## config.mk

```make
export PLATFORM = sky130hd
export DESIGN_NAME = tcr_receiver
export DESIGN_NICKNAME = d
export VERILOG_FILES = /design/src/rtl/tcr_pkg.sv /design/src/rtl/tcr_edge_capture.sv /design/src/rtl/tcr_csum.sv /design/src/rtl/tcr_assembler.sv /design/src/rtl/tcr_receiver.sv
export SDC_FILE = /design/constraint.sdc
export NUM_CORES = 1
export LEC_CHECK = 0
export CORE_AREA = 8 8 128 130
export CTS_CLUSTER_DIAMETER = 200
export DETAILED_ROUTE_END_ITERATION = 10
export DIE_AREA = 0 0 136 138
export DONT_BUFFER_PORTS = 1
export PLACE_DENSITY = 0.74
export SYNTH_ARGS = -nofsm -noshare
export SYNTH_HDL_FRONTEND = slang
export SYNTH_HIERARCHICAL = 1
export SYNTH_SLANG_ARGS = --single-unit
```

## constraint.sdc

```tcl
create_clock -name clk -period 1.99 [get_ports clk]
set_input_delay 0.398 -clock clk [delete_from_list [all_inputs] [get_ports clk]]
set_output_delay 0.398 -clock clk [all_outputs]
set_load 0.1 [all_outputs]
```

## src/rtl/tcr_pkg.sv

```systemverilog
package tcr_pkg;
   localparam int WORD_W    = 16;
   localparam int PAY_W     = 15;
   localparam int HALF_W    = 17;
   localparam int INSN_W    = 2 * HALF_W;
   localparam int HALVES_PER_HUNK_LG = 3;
   localparam int XBIT_POS  = 8;
   localparam int SEL_POS   = 9;
   localparam int BRK_POS   = 10;
   localparam int GOOD_POS  = 14;

   typedef enum logic [3:0] {
      ST_IDLE      = 4'd0,
      ST_ACK       = 4'd1,
      ST_BUSY      = 4'd2,
      ST_ERR_ORDER = 4'd8,
      ST_ERR_SUM   = 4'd9
   } tcr_status_e;

   typedef enum logic [2:0] {
      PH_ADDR,
      PH_COUNT,
      PH_DLO,
      PH_DHI,
      PH_SLO,
      PH_SHI
   } tcr_phase_e;
endpackage

```

## src/rtl/tcr_edge_capture.sv

```systemverilog
module tcr_edge_capture
   import tcr_pkg::*;
#(
   parameter int SYNC_STAGES = 2,
   parameter int SETTLE_CYC  = 2,
   parameter int WINDOW_CYC  = 2500
) (
   input  logic             clk,
   input  logic             rst,
   input  logic [WORD_W-1:0] reg_i,
   output logic             word_vld_o,
   output logic [PAY_W-1:0] word_o
);
   localparam int CNT_W = $clog2(SETTLE_CYC + 1);
   localparam int AGE_W = $clog2(WINDOW_CYC + 1);
   localparam int LAST  = SYNC_STAGES - 1;

   generate
      if (SETTLE_CYC < 1 || SETTLE_CYC >= WINDOW_CYC) begin : g_bad_settle
         $error("tcr_edge_capture: SETTLE_CYC must be in 1..WINDOW_CYC-1");
      end
   endgenerate

   logic [WORD_W-1:0] sync_q [SYNC_STAGES];

   generate
      for (genvar g = 0; g < SYNC_STAGES; g++) begin : g_sync
         if (g == 0) begin : g_first
            always_ff @(posedge clk) begin
               if (rst) sync_q[g] <= WORD_W'(1) << (WORD_W - 1);
               else     sync_q[g] <= reg_i;
            end
         end else begin : g_next
            always_ff @(posedge clk) begin
               if (rst) sync_q[g] <= WORD_W'(1) << (WORD_W - 1);
               else     sync_q[g] <= sync_q[g-1];
            end
         end
      end
   endgenerate

   logic             top_s;
   logic             last_top;
   logic [CNT_W-1:0] settle_cnt;

   assign top_s = sync_q[LAST][WORD_W-1];

   always_ff @(posedge clk) begin
      if (rst) begin
         last_top   <= 1'b1;
         settle_cnt <= '0;
         word_vld_o <= 1'b0;
         word_o     <= '0;
      end else begin
         word_vld_o <= 1'b0;
         if (top_s != last_top) begin
            last_top   <= top_s;
            settle_cnt <= CNT_W'(SETTLE_CYC);
         end else if (settle_cnt != '0) begin
            settle_cnt <= settle_cnt - 1'b1;
            if (settle_cnt == CNT_W'(1)) begin
               word_vld_o <= 1'b1;
               word_o     <= sync_q[LAST][PAY_W-1:0];
            end
         end
      end
   end

   // cycles since the last detected toggle, saturating, for the window check
   logic [AGE_W-1:0] age_q;
   always_ff @(posedge clk) begin
      if (rst)                         age_q <= '0;
      else if (top_s != last_top)      age_q <= '0;
      else if (age_q != AGE_W'(WINDOW_CYC)) age_q <= age_q + 1'b1;
   end

   AST_SAMPLE_WINDOW: assert property (@(posedge clk) disable iff (rst)
      word_vld_o |-> (age_q == AGE_W'(SETTLE_CYC)) && (age_q < AGE_W'(WINDOW_CYC)));
endmodule

```

## src/rtl/tcr_csum.sv

```systemverilog
module tcr_csum
   import tcr_pkg::*;
(
   input  logic              clk,
   input  logic              rst,
   input  logic              clr_i,
   input  logic              add_i,
   input  logic [HALF_W-1:0] val_i,
   output logic [15:0]       sum_o
);
   always_ff @(posedge clk) begin
      if (rst || clr_i) sum_o <= '0;
      else if (add_i)   sum_o <= sum_o + val_i[15:0];
   end
endmodule

```

## src/rtl/tcr_assembler.sv

```systemverilog
module tcr_assembler
   import tcr_pkg::*;
#(
   parameter int ADDR_W = 12,
   parameter int CNT_W  = 8
) (
   input  logic              clk,
   input  logic              rst,
   input  logic              word_vld_i,
   input  logic [PAY_W-1:0]  word_i,
   input  logic [15:0]       csum_i,
   output logic              csum_clr_o,
   output logic              csum_add_o,
   output logic [HALF_W-1:0] csum_val_o,
   output logic              we_o,
   output logic [ADDR_W-1:0] addr_o,
   output logic [INSN_W-1:0] data_o,
   output logic              bp_o,
   output logic [3:0]        status_o
);
   localparam int HC_W = CNT_W + HALVES_PER_HUNK_LG;

   tcr_phase_e        phase;
   tcr_status_e       status_q;
   logic [ADDR_W-1:0] cur_addr;
   logic [HC_W-1:0]   halves_left;
   logic [7:0]        lo_byte;
   logic [7:0]        sum_lo;
   logic [HALF_W-1:0] left_q;
   logic              left_bp;
   logic              left_vld;
   logic              order_err;
   logic [HALF_W-1:0] half;

   assign half       = {word_i[XBIT_POS], word_i[7:0], lo_byte};
   assign csum_clr_o = word_vld_i && (phase == PH_ADDR);
   assign csum_add_o = word_vld_i && (phase == PH_DHI);
   assign csum_val_o = half;
   assign status_o   = status_q;

   always_ff @(posedge clk) begin
      if (rst) begin
         phase       <= PH_ADDR;
         status_q    <= ST_IDLE;
         cur_addr    <= '0;
         halves_left <= '0;
         lo_byte     <= '0;
         sum_lo      <= '0;
         left_q      <= '0;
         left_bp     <= 1'b0;
         left_vld    <= 1'b0;
         order_err   <= 1'b0;
         we_o        <= 1'b0;
         addr_o      <= '0;
         data_o      <= '0;
         bp_o        <= 1'b0;
      end else begin
         we_o <= 1'b0;
         if (word_vld_i) begin
            case (phase)
               PH_ADDR: begin
                  cur_addr  <= word_i[ADDR_W-1:0];
                  status_q  <= ST_BUSY;
                  order_err <= 1'b0;
                  left_vld  <= 1'b0;
                  phase     <= PH_COUNT;
               end
               PH_COUNT: begin
                  halves_left <= {word_i[CNT_W-1:0], {HALVES_PER_HUNK_LG{1'b0}}};
                  phase <= (word_i[CNT_W-1:0] == '0) ? PH_SLO : PH_DLO;
               end
               PH_DLO: begin
                  lo_byte <= word_i[7:0];
                  phase   <= PH_DHI;
               end
               PH_DHI: begin
                  if (!word_i[SEL_POS]) begin
                     left_q   <= half;
                     left_bp  <= word_i[BRK_POS];
                     left_vld <= 1'b1;
                  end else if (left_vld) begin
                     we_o     <= 1'b1;
                     addr_o   <= cur_addr;
                     data_o   <= {left_q, half};
                     bp_o     <= left_bp | word_i[BRK_POS];
                     cur_addr <= cur_addr + 1'b1;
                     left_vld <= 1'b0;
                  end else begin
                     order_err <= 1'b1;
                     status_q  <= ST_ERR_ORDER;
                  end
                  halves_left <= halves_left - 1'b1;
                  phase <= (halves_left == HC_W'(1)) ? PH_SLO : PH_DLO;
               end
               PH_SLO: begin
                  sum_lo <= word_i[7:0];
                  phase  <= PH_SHI;
               end
               PH_SHI: begin
                  phase <= PH_ADDR;
                  if (order_err)
                     status_q <= ST_ERR_ORDER;
                  else if (word_i[GOOD_POS] && ({word_i[7:0], sum_lo} == csum_i))
                     status_q <= ST_ACK;
                  else
                     status_q <= ST_ERR_SUM;
               end
               default: phase <= PH_ADDR;
            endcase
         end
      end
   end

   AST_WRITE_NEEDS_LEFT: assert property (@(posedge clk) disable iff (rst)
      we_o |-> $past(left_vld));
   AST_ADDR_STEP: assert property (@(posedge clk) disable iff (rst)
      we_o |-> (cur_addr == ADDR_W'(addr_o + 1'b1)));
   AST_ACK_CLEAN: assert property (@(posedge clk) disable iff (rst)
      (status_q == ST_ACK) |-> !order_err);
   AST_ACK_AT_END: assert property (@(posedge clk) disable iff (rst)
      $rose(status_q == ST_ACK) |-> (phase == PH_ADDR));
endmodule

```

## src/rtl/tcr_receiver.sv

```systemverilog
module tcr_receiver
   import tcr_pkg::*;
#(
   parameter int ADDR_W      = 12,
   parameter int CNT_W       = 8,
   parameter int SYNC_STAGES = 2,
   parameter int SETTLE_CYC  = 2,
   parameter int WINDOW_CYC  = 2500
) (
   input  logic              clk,
   input  logic              rst,
   input  logic [15:0]       cpreg_i,
   output logic              im_we_o,
   output logic [ADDR_W-1:0] im_addr_o,
   output logic [33:0]       im_data_o,
   output logic              im_bp_o,
   output logic [3:0]        status_o
);
   generate
      if (ADDR_W < 1 || ADDR_W > PAY_W) begin : g_bad_addr
         $error("tcr_receiver: ADDR_W must fit in the payload");
      end
      if (CNT_W < 1 || CNT_W > 12) begin : g_bad_cnt
         $error("tcr_receiver: CNT_W must be in 1..12");
      end
      if (SYNC_STAGES < 2) begin : g_bad_sync
         $error("tcr_receiver: SYNC_STAGES must be at least 2");
      end
   endgenerate

   logic              word_vld;
   logic [PAY_W-1:0]  word;
   logic              csum_clr;
   logic              csum_add;
   logic [HALF_W-1:0] csum_val;
   logic [15:0]       csum;

   tcr_edge_capture #(
      .SYNC_STAGES (SYNC_STAGES),
      .SETTLE_CYC  (SETTLE_CYC),
      .WINDOW_CYC  (WINDOW_CYC)
   ) u_edge (
      .clk        (clk),
      .rst        (rst),
      .reg_i      (cpreg_i),
      .word_vld_o (word_vld),
      .word_o     (word)
   );

   tcr_csum u_csum (
      .clk   (clk),
      .rst   (rst),
      .clr_i (csum_clr),
      .add_i (csum_add),
      .val_i (csum_val),
      .sum_o (csum)
   );

   tcr_assembler #(
      .ADDR_W (ADDR_W),
      .CNT_W  (CNT_W)
   ) u_asm (
      .clk        (clk),
      .rst        (rst),
      .word_vld_i (word_vld),
      .word_i     (word),
      .csum_i     (csum),
      .csum_clr_o (csum_clr),
      .csum_add_o (csum_add),
      .csum_val_o (csum_val),
      .we_o       (im_we_o),
      .addr_o     (im_addr_o),
      .data_o     (im_data_o),
      .bp_o       (im_bp_o),
      .status_o   (status_o)
   );
endmodule

```

==> impl_metrics.ini, run 1 <==
[floorplan]
ioPinCount = 70
die_w_um = 136
coreArea_um2 = 14310
initial_utilization_pct = 54.62
dieArea_um2 = 18770
rows = 44
die_y_um = 138

[final_layout]
fin_nets = 1014
area_growth_pct = 19.03
drive_gt1_share_pct = 20.93
post-route-util_pct = 65.02
antenna_cells = 0

[place]
portBuffers = 0
dp.final_hpwl_um = 12400
gp_congestion = 0.9393

[power_and_ir_drop]
power.static_leakage_nw = 3.476
total_power_w = 0.006901
ir_drop_v = 0.0008233
p_per_area_nw_per_um2 = 741.5

[setup_path]
cp_max_fo = 3
crit_type = flop to flop
crit_path_top_delay_cell = fa_2
required_ps = 2310
cp_top_family = compound AO/OA/AOI/OAI gates
crit_path_end_kind = flop
arrival_ps = 2350
start_kind = flop
max_stage_delay_ps = 370
cpMostUsedCell = a21oi_2
path_cells = ha_4 -> fa_2 -> a21oi_2 -> o21ai_2 -> a221oi_4 -> buf_4 -> a21oi_2 -> xnor2_1 -> o21ai_1
cp_num_buf_inv = 1

[route]
drt_pass1_iterations = 6
ant_nets = 0
drc = 0
drt_iter0_markers = 561
num_vias = 6478
drt-wirelength-per-cell_um = 16.32
avgViaCountPerCell = 5.523
drt-total-wl_um = 19150

[clocking]
ctsHoldBuffers = 0
clockBufferDepth = 2
cts_buffers = 17
cts_tree = yes
clk_pin_slew_ps = 60
cts_root_buffer = clkbuf_16
clkLatencyLatePin_ps = 430
clock_sinks = 174
cts.htree.levels = 4

[sta]
min_period_ps = 2034
setup_violations = 4
clock.fmax_ghz = 0.4917
maxSlewHeadroom_pct = 64.75
setup_ws_ps = -43.73
drv_slew = 0
finalCritPeriodShare_pct = 102.2
finalHoldViolations = 0
finClkSkew_ps = 7.762
tightest_slew_ps = 527.5
rsz0062_at_grt = true

[grt]
grt_pass1_wl_um = 30170
grt_pass1_vias = 5935
overflow = 0
grtUsageTotal_pct = 19.86
antenna_found_initial = 0
grt_max_degree = 176

[synth]
syn_nets = 947
syn_area_um2 = 7819
synth_cells = 910
yosysWarnings = 6
synth_area_per_cell_um2 = 8.592

[worst_hold_path]
hold_path.class = input pin to flop

[run_status]
violations = negative setup slack
status = finished with violations

[run]
cap_violations = 0
==> layout make-up <==
cell class | count | area, µm²
clock buffer | 19 | 452.9
clock inverter | 12 | 136.4
fill | 1208 | 5007
inverter | 10 | 38.79
multi-input combinational | 662 | 4086
sequential | 174 | 3496
tap | 184 | 230.2
timing repair buffer | 112 | 865.8
==> metal layers <==
| metal | vias to the layer above | global-route usage [%] | wire (µm) |
|---|---|---|---|
| met1 | 3026 | 25.55 | 8313 |
| met4 | 0 | 5.957 | 308 |
| met3 | 30 | 4.964 | 1194 |
| li1 | 3225 | - | - |
| met2 | 197 | 31.94 | 9329 |
| met5 | - | 0 | 0 |
==> cells in the final DEF, fill, tap and decap left out, types with 4 or more instances in the layout <==
master and count:
nand2_1 165, dfxtp_1 164, buf_4 110, a21oi_1 100, nor2_1 69, mux2i_1 37, nand2b_1 36, nor2b_1 30
o21ai_0 24, xnor2_1 18, clkbuf_16 17, nand3_1 14, nor3_1 10, ha_1 10, dfxtp_2 10, inv_1 9
xor2_1 7, o21a_1 6, nand4_1 6, a211oi_1 6, a21o_1 6, nand3b_1 5, nor4_1 5, and3_1 5
ha_4 5, nor2_4 4, a22oi_1 4, or2_2 4, a21oi_2 4, o21ai_1 4
==> power by group <==
part | total [W] | internal [W] | switching [W] | leakage (nW)
clock network | 0.00328 | 0.00191 | 0.00137 | 0.282
logic | 0.0000919 | 0.0000443 | 0.0000476 | 1.78
registers | 0.00352 | 0.00351 | 0.0000111 | 1.41
==> per-stage QoR <==
step	TNS [ps]	hold slack, ps	std cells	instance area, µm²	setup slack (ps)
after floorplan	0	389.5	910	7825	10.28
after global placement	-44.25	396.4	1136	8528	-44.25
after detailed placement	-108.7	397.5	1136	8528	-68.09
after CTS	-26.67	32.20	1169	9153	-26.67
after global routing	-474.5	19.04	1173	9306	-131.5
final	-124.6	36.73	1173	9306	-43.73
==> worst register-to-register path: cells and delay by family, from the launching register on <==
family | cells | cell delay, ps
adders and majority gates | 2 | 530
AOI/OAI and AO/OA | 5 | 750
DFF | 1 | 340
buffers and inverters | 1 | 170
xor gates and xnor gates | 1 | 140
==> what timing repair did <==
| item | in CTS | in global routing |
|---|---|---|
| endpoints found under the hold margin | 0 | 0 |
| setup buffers | 2 | 5 |
| endpoints found under the setup margin | 4 | 12 |
| gates resized for setup | 6 | 26 |
| pin swaps | 10 | 17 |
==> final timing paths <==
check / start / endpoint / slack (ps) / cells after the start
max: u_csum/sum_o[0] / u_csum/sum_o[10] / -40 / 9
min: rst / u_edge/sync_q[1][5] / 40 / 1
max reg2reg: u_csum/sum_o[0] / u_csum/sum_o[10] / -40 / 9
min reg2reg: u_edge/sync_q[0][15] / u_edge/sync_q[1][15] / 410 / 1
==> state kept, by name, indices dropped and copies added (netlist names), 2 cells and up <==
signal,count
u_asm/addr_o,12
u_asm/cur_addr,12
u_asm/data_o,34
u_asm/halves_left,11
u_asm/left_q,17
u_asm/lo_byte,8
u_asm/phase,3
u_asm/status_o,3
u_asm/sum_lo,8
u_csum/sum_o,16
u_edge/settle_cnt,2
u_edge/sync_q,28
u_edge/word_o,13
Note: power is estimated with default switching activity, not from simulation.
==> run 2, diff against run 1 <==
--- a/config.mk
+++ b/config.mk
@@ -5,10 +5,10 @@
 export SDC_FILE = /design/constraint.sdc
 export NUM_CORES = 1
 export LEC_CHECK = 0
-export CORE_AREA = 8 8 128 130
+export CORE_AREA = 2 2 122 124
 export CTS_CLUSTER_DIAMETER = 200
 export DETAILED_ROUTE_END_ITERATION = 10
-export DIE_AREA = 0 0 136 138
+export DIE_AREA = 0 0 124 126
 export DONT_BUFFER_PORTS = 1
 export PLACE_DENSITY = 0.74
 export SYNTH_ARGS = -nofsm -noshare
==> run 2 against run 1 <==
Net effect: clock power up 2%; largest cell class unchanged; sequential cell count did not move; routed wire length down 3.9%; cell area is 0.70% lower; worst hold slack got worse by 4.5 ps; the run still ends with negative setup slack left.
==> impl_metrics.ini, run 2 (synthesized netlist as in run 1, its figures left out) <==
[clocking]
cts_root_buffer = clkbuf_16
clock_sinks = 174
cts_buffers = 17
cts.htree.levels = 4
clockBufferDepth = 2
clkLatencyLatePin_ps = 430
clk_pin_slew_ps = 70
cts_tree = yes
ctsHoldBuffers = 0

[floorplan]
dieArea_um2 = 15620
ioPinCount = 70
die_y_um = 126
coreArea_um2 = 14310
initial_utilization_pct = 54.62
rows = 44
die_w_um = 124

[setup_path]
crit_type = flop to flop
crit_path_top_delay_cell = fa_2
required_ps = 2370
cp_num_buf_inv = 0
path_cells = ha_4 -> fa_2 -> a21oi_2 -> o21ai_2 -> a221oi_2 -> o21ai_1 -> a211o_1 -> nand3_1
arrival_ps = 2370
cp_max_fo = 3
timing.rr.end = u_csum/sum_o[12]
cp_top_family = compound AO/OA/AOI/OAI gates
rrSetupSlack_ps = -2
r2r_cells = 8
max_stage_delay_ps = 390
crit_path_end_kind = flop
r2r_start = u_csum/sum_o[0]
start_kind = flop

[final_layout]
final_cell_mix = dfxtp_1, nand2_1, buf_4
fin_nets = 1018
final_common_cell = dfxtp_1
top_register = u_asm/data_o
drive_gt1_share_pct = 20.04
antenna_cells = 0
largest_registers = u_asm/data_o x34, u_edge/sync_q x28, u_asm/left_q x17
largest_reg_flops = 34
stdcell_count = 1177
area_growth_pct = 18.19

[sta]
setup_violations = 1
finalCritPeriodShare_pct = 100.1
clock.fmax_ghz = 0.5021
tightest_slew_ps = 518.7
maxSlewHeadroom_pct = 65.34
min_period_ps = 1992
finClkSkew_ps = 9.025
rsz0062_at_grt = true
setup_ws_ps = -1.660
hold_slack_ps = 32.27
drv_slew = 0
finalHoldViolations = 0

[grt]
grt_max_degree = 176
grtUsageTotal_pct = 24.25
grt_pass1_wl_um = 29800
overflow = 0
antenna_found_initial = 0
grt_pass1_vias = 6053

[place]
dp_slack_ps = -88.40
gp_congestion = 0.9536
dp_cells = 1144
portBuffers = 0
dp.final_hpwl_um = 12320

[run]
cap_violations = 0

[power_and_ir_drop]
p_per_area_nw_per_um2 = 753.3
p_comb_share_pct = 1.3
switchingPower_w = 0.001503
pwr-share-clk_pct = 48.1
ir_drop_v = 0.0005749
power.static_leakage_nw = 3.516
p_int_w = 0.005459
seqPwrFrac_pct = 50.6
switching_share_pct = 21.59

[worst_hold_path]
hold_path.class = input pin to flop
hold_path_end = u_edge/sync_q[1][7]
holdPathStages = 1
hp-start = rst

[run_status]
violations = negative setup slack
status = finished with violations

[route]
drt_pass1_iterations = 5
ant_nets = 0
drt_iter0_markers = 641
drt-wirelength-per-cell_um = 15.63
drt-total-wl_um = 18390
drc = 0
num_vias = 6543
avgViaCountPerCell = 5.559
## run 2: changes by cell type in the layout (fill, tap and decap cells not counted), moves of 3 or more
| cell | previous run | this run |
|---|---|---|
| ha_4 | 5 | 1 |
| buf_4 | 110 | 113 |
| ha_1 | 10 | 15 |
| dfxtp_1 | 164 | 168 |
| dfxtp_2 | 10 | 6 |
| clkinv_4 | 3 | 0 |
## run 2: metal layers
| metal | GRT usage (%) | wire, µm | vias up |
|---|---|---|---|
| met1 | 32.20 | 8200 | 3055 |
| li1 | - | - | 3239 |
| met2 | 39.08 | 8758 | 212 |
| met3 | 4.438 | 1006 | 37 |
| met5 | 0 | 0 | - |
| met4 | 9.385 | 425 | 0 |
## run 2: what timing repair did
action	4_1_cts	5_1_grt
setup endpoints to repair	4	21
buffers inserted	2	0
gates resized for setup	5	11
pin swaps	7	6
gates cloned	0	0
## run 2: metrics by stage
stage               power, W  utilization (%)  TNS, ps  area, µm²
global placement    0.003691            60.05   -95.70       8596
floorplan           0.003719                -        0       7825
finish              0.006962            64.56   -1.660       9241
detailed placement  0.003694            60.05   -163.9       8596
CTS                 0.006999            64.41   -26.03       9219
global route        0.007151            64.56   -241.5       9241
## run 2: power by group through the flow
stage               Sequential, W  Combinational [W]  Clock, W
global placement          0.00360          0.0000894         0
global route              0.00352          0.0000998   0.00353
floorplan                 0.00360           0.000117         0
detailed placement        0.00360          0.0000914         0
CTS                       0.00352          0.0000916   0.00338
finish                    0.00352          0.0000917   0.00335
## run 2: worst reg2reg max path: stages, from the launching register on
cell and delay, ps:
dfxtp_2 340, ha_4 160, fa_2 390, a21oi_2 170, o21ai_2 90, a221oi_2 320, o21ai_1 140, a211o_1 270
nand3_1 70
## run 2: how the worst max path moves through the flow
stage                startpoint               end  slack, ps  depth (start not counted)
6_report        u_csum/sum_o[0]  u_csum/sum_o[12]         -2                          8
5_1_grt         u_csum/sum_o[0]  u_csum/sum_o[12]        -80                          8
4_1_cts         u_csum/sum_o[0]  u_csum/sum_o[12]        -30                          8
3_5_place_dp   u_asm/lo_byte[0]  u_csum/sum_o[12]        -90                          8
3_3_place_gp   u_asm/lo_byte[0]  u_csum/sum_o[12]        -60                          8
2_1_floorplan  u_asm/lo_byte[0]  u_csum/sum_o[12]         10                          8
## run 2: cell type report
| cell class | instances | area, µm² |
|---|---|---|
| Clock buffer | 18 | 439.2 |
| Fill cell | 1220 | 5072 |
| Multi-Input combinational cell | 662 | 3984 |
| Sequential cell | 174 | 3491 |
| Clock inverter | 13 | 150.1 |
| Tap cell | 184 | 230.2 |
| Inverter | 10 | 38.79 |
| Timing Repair Buffer | 116 | 908.4 |
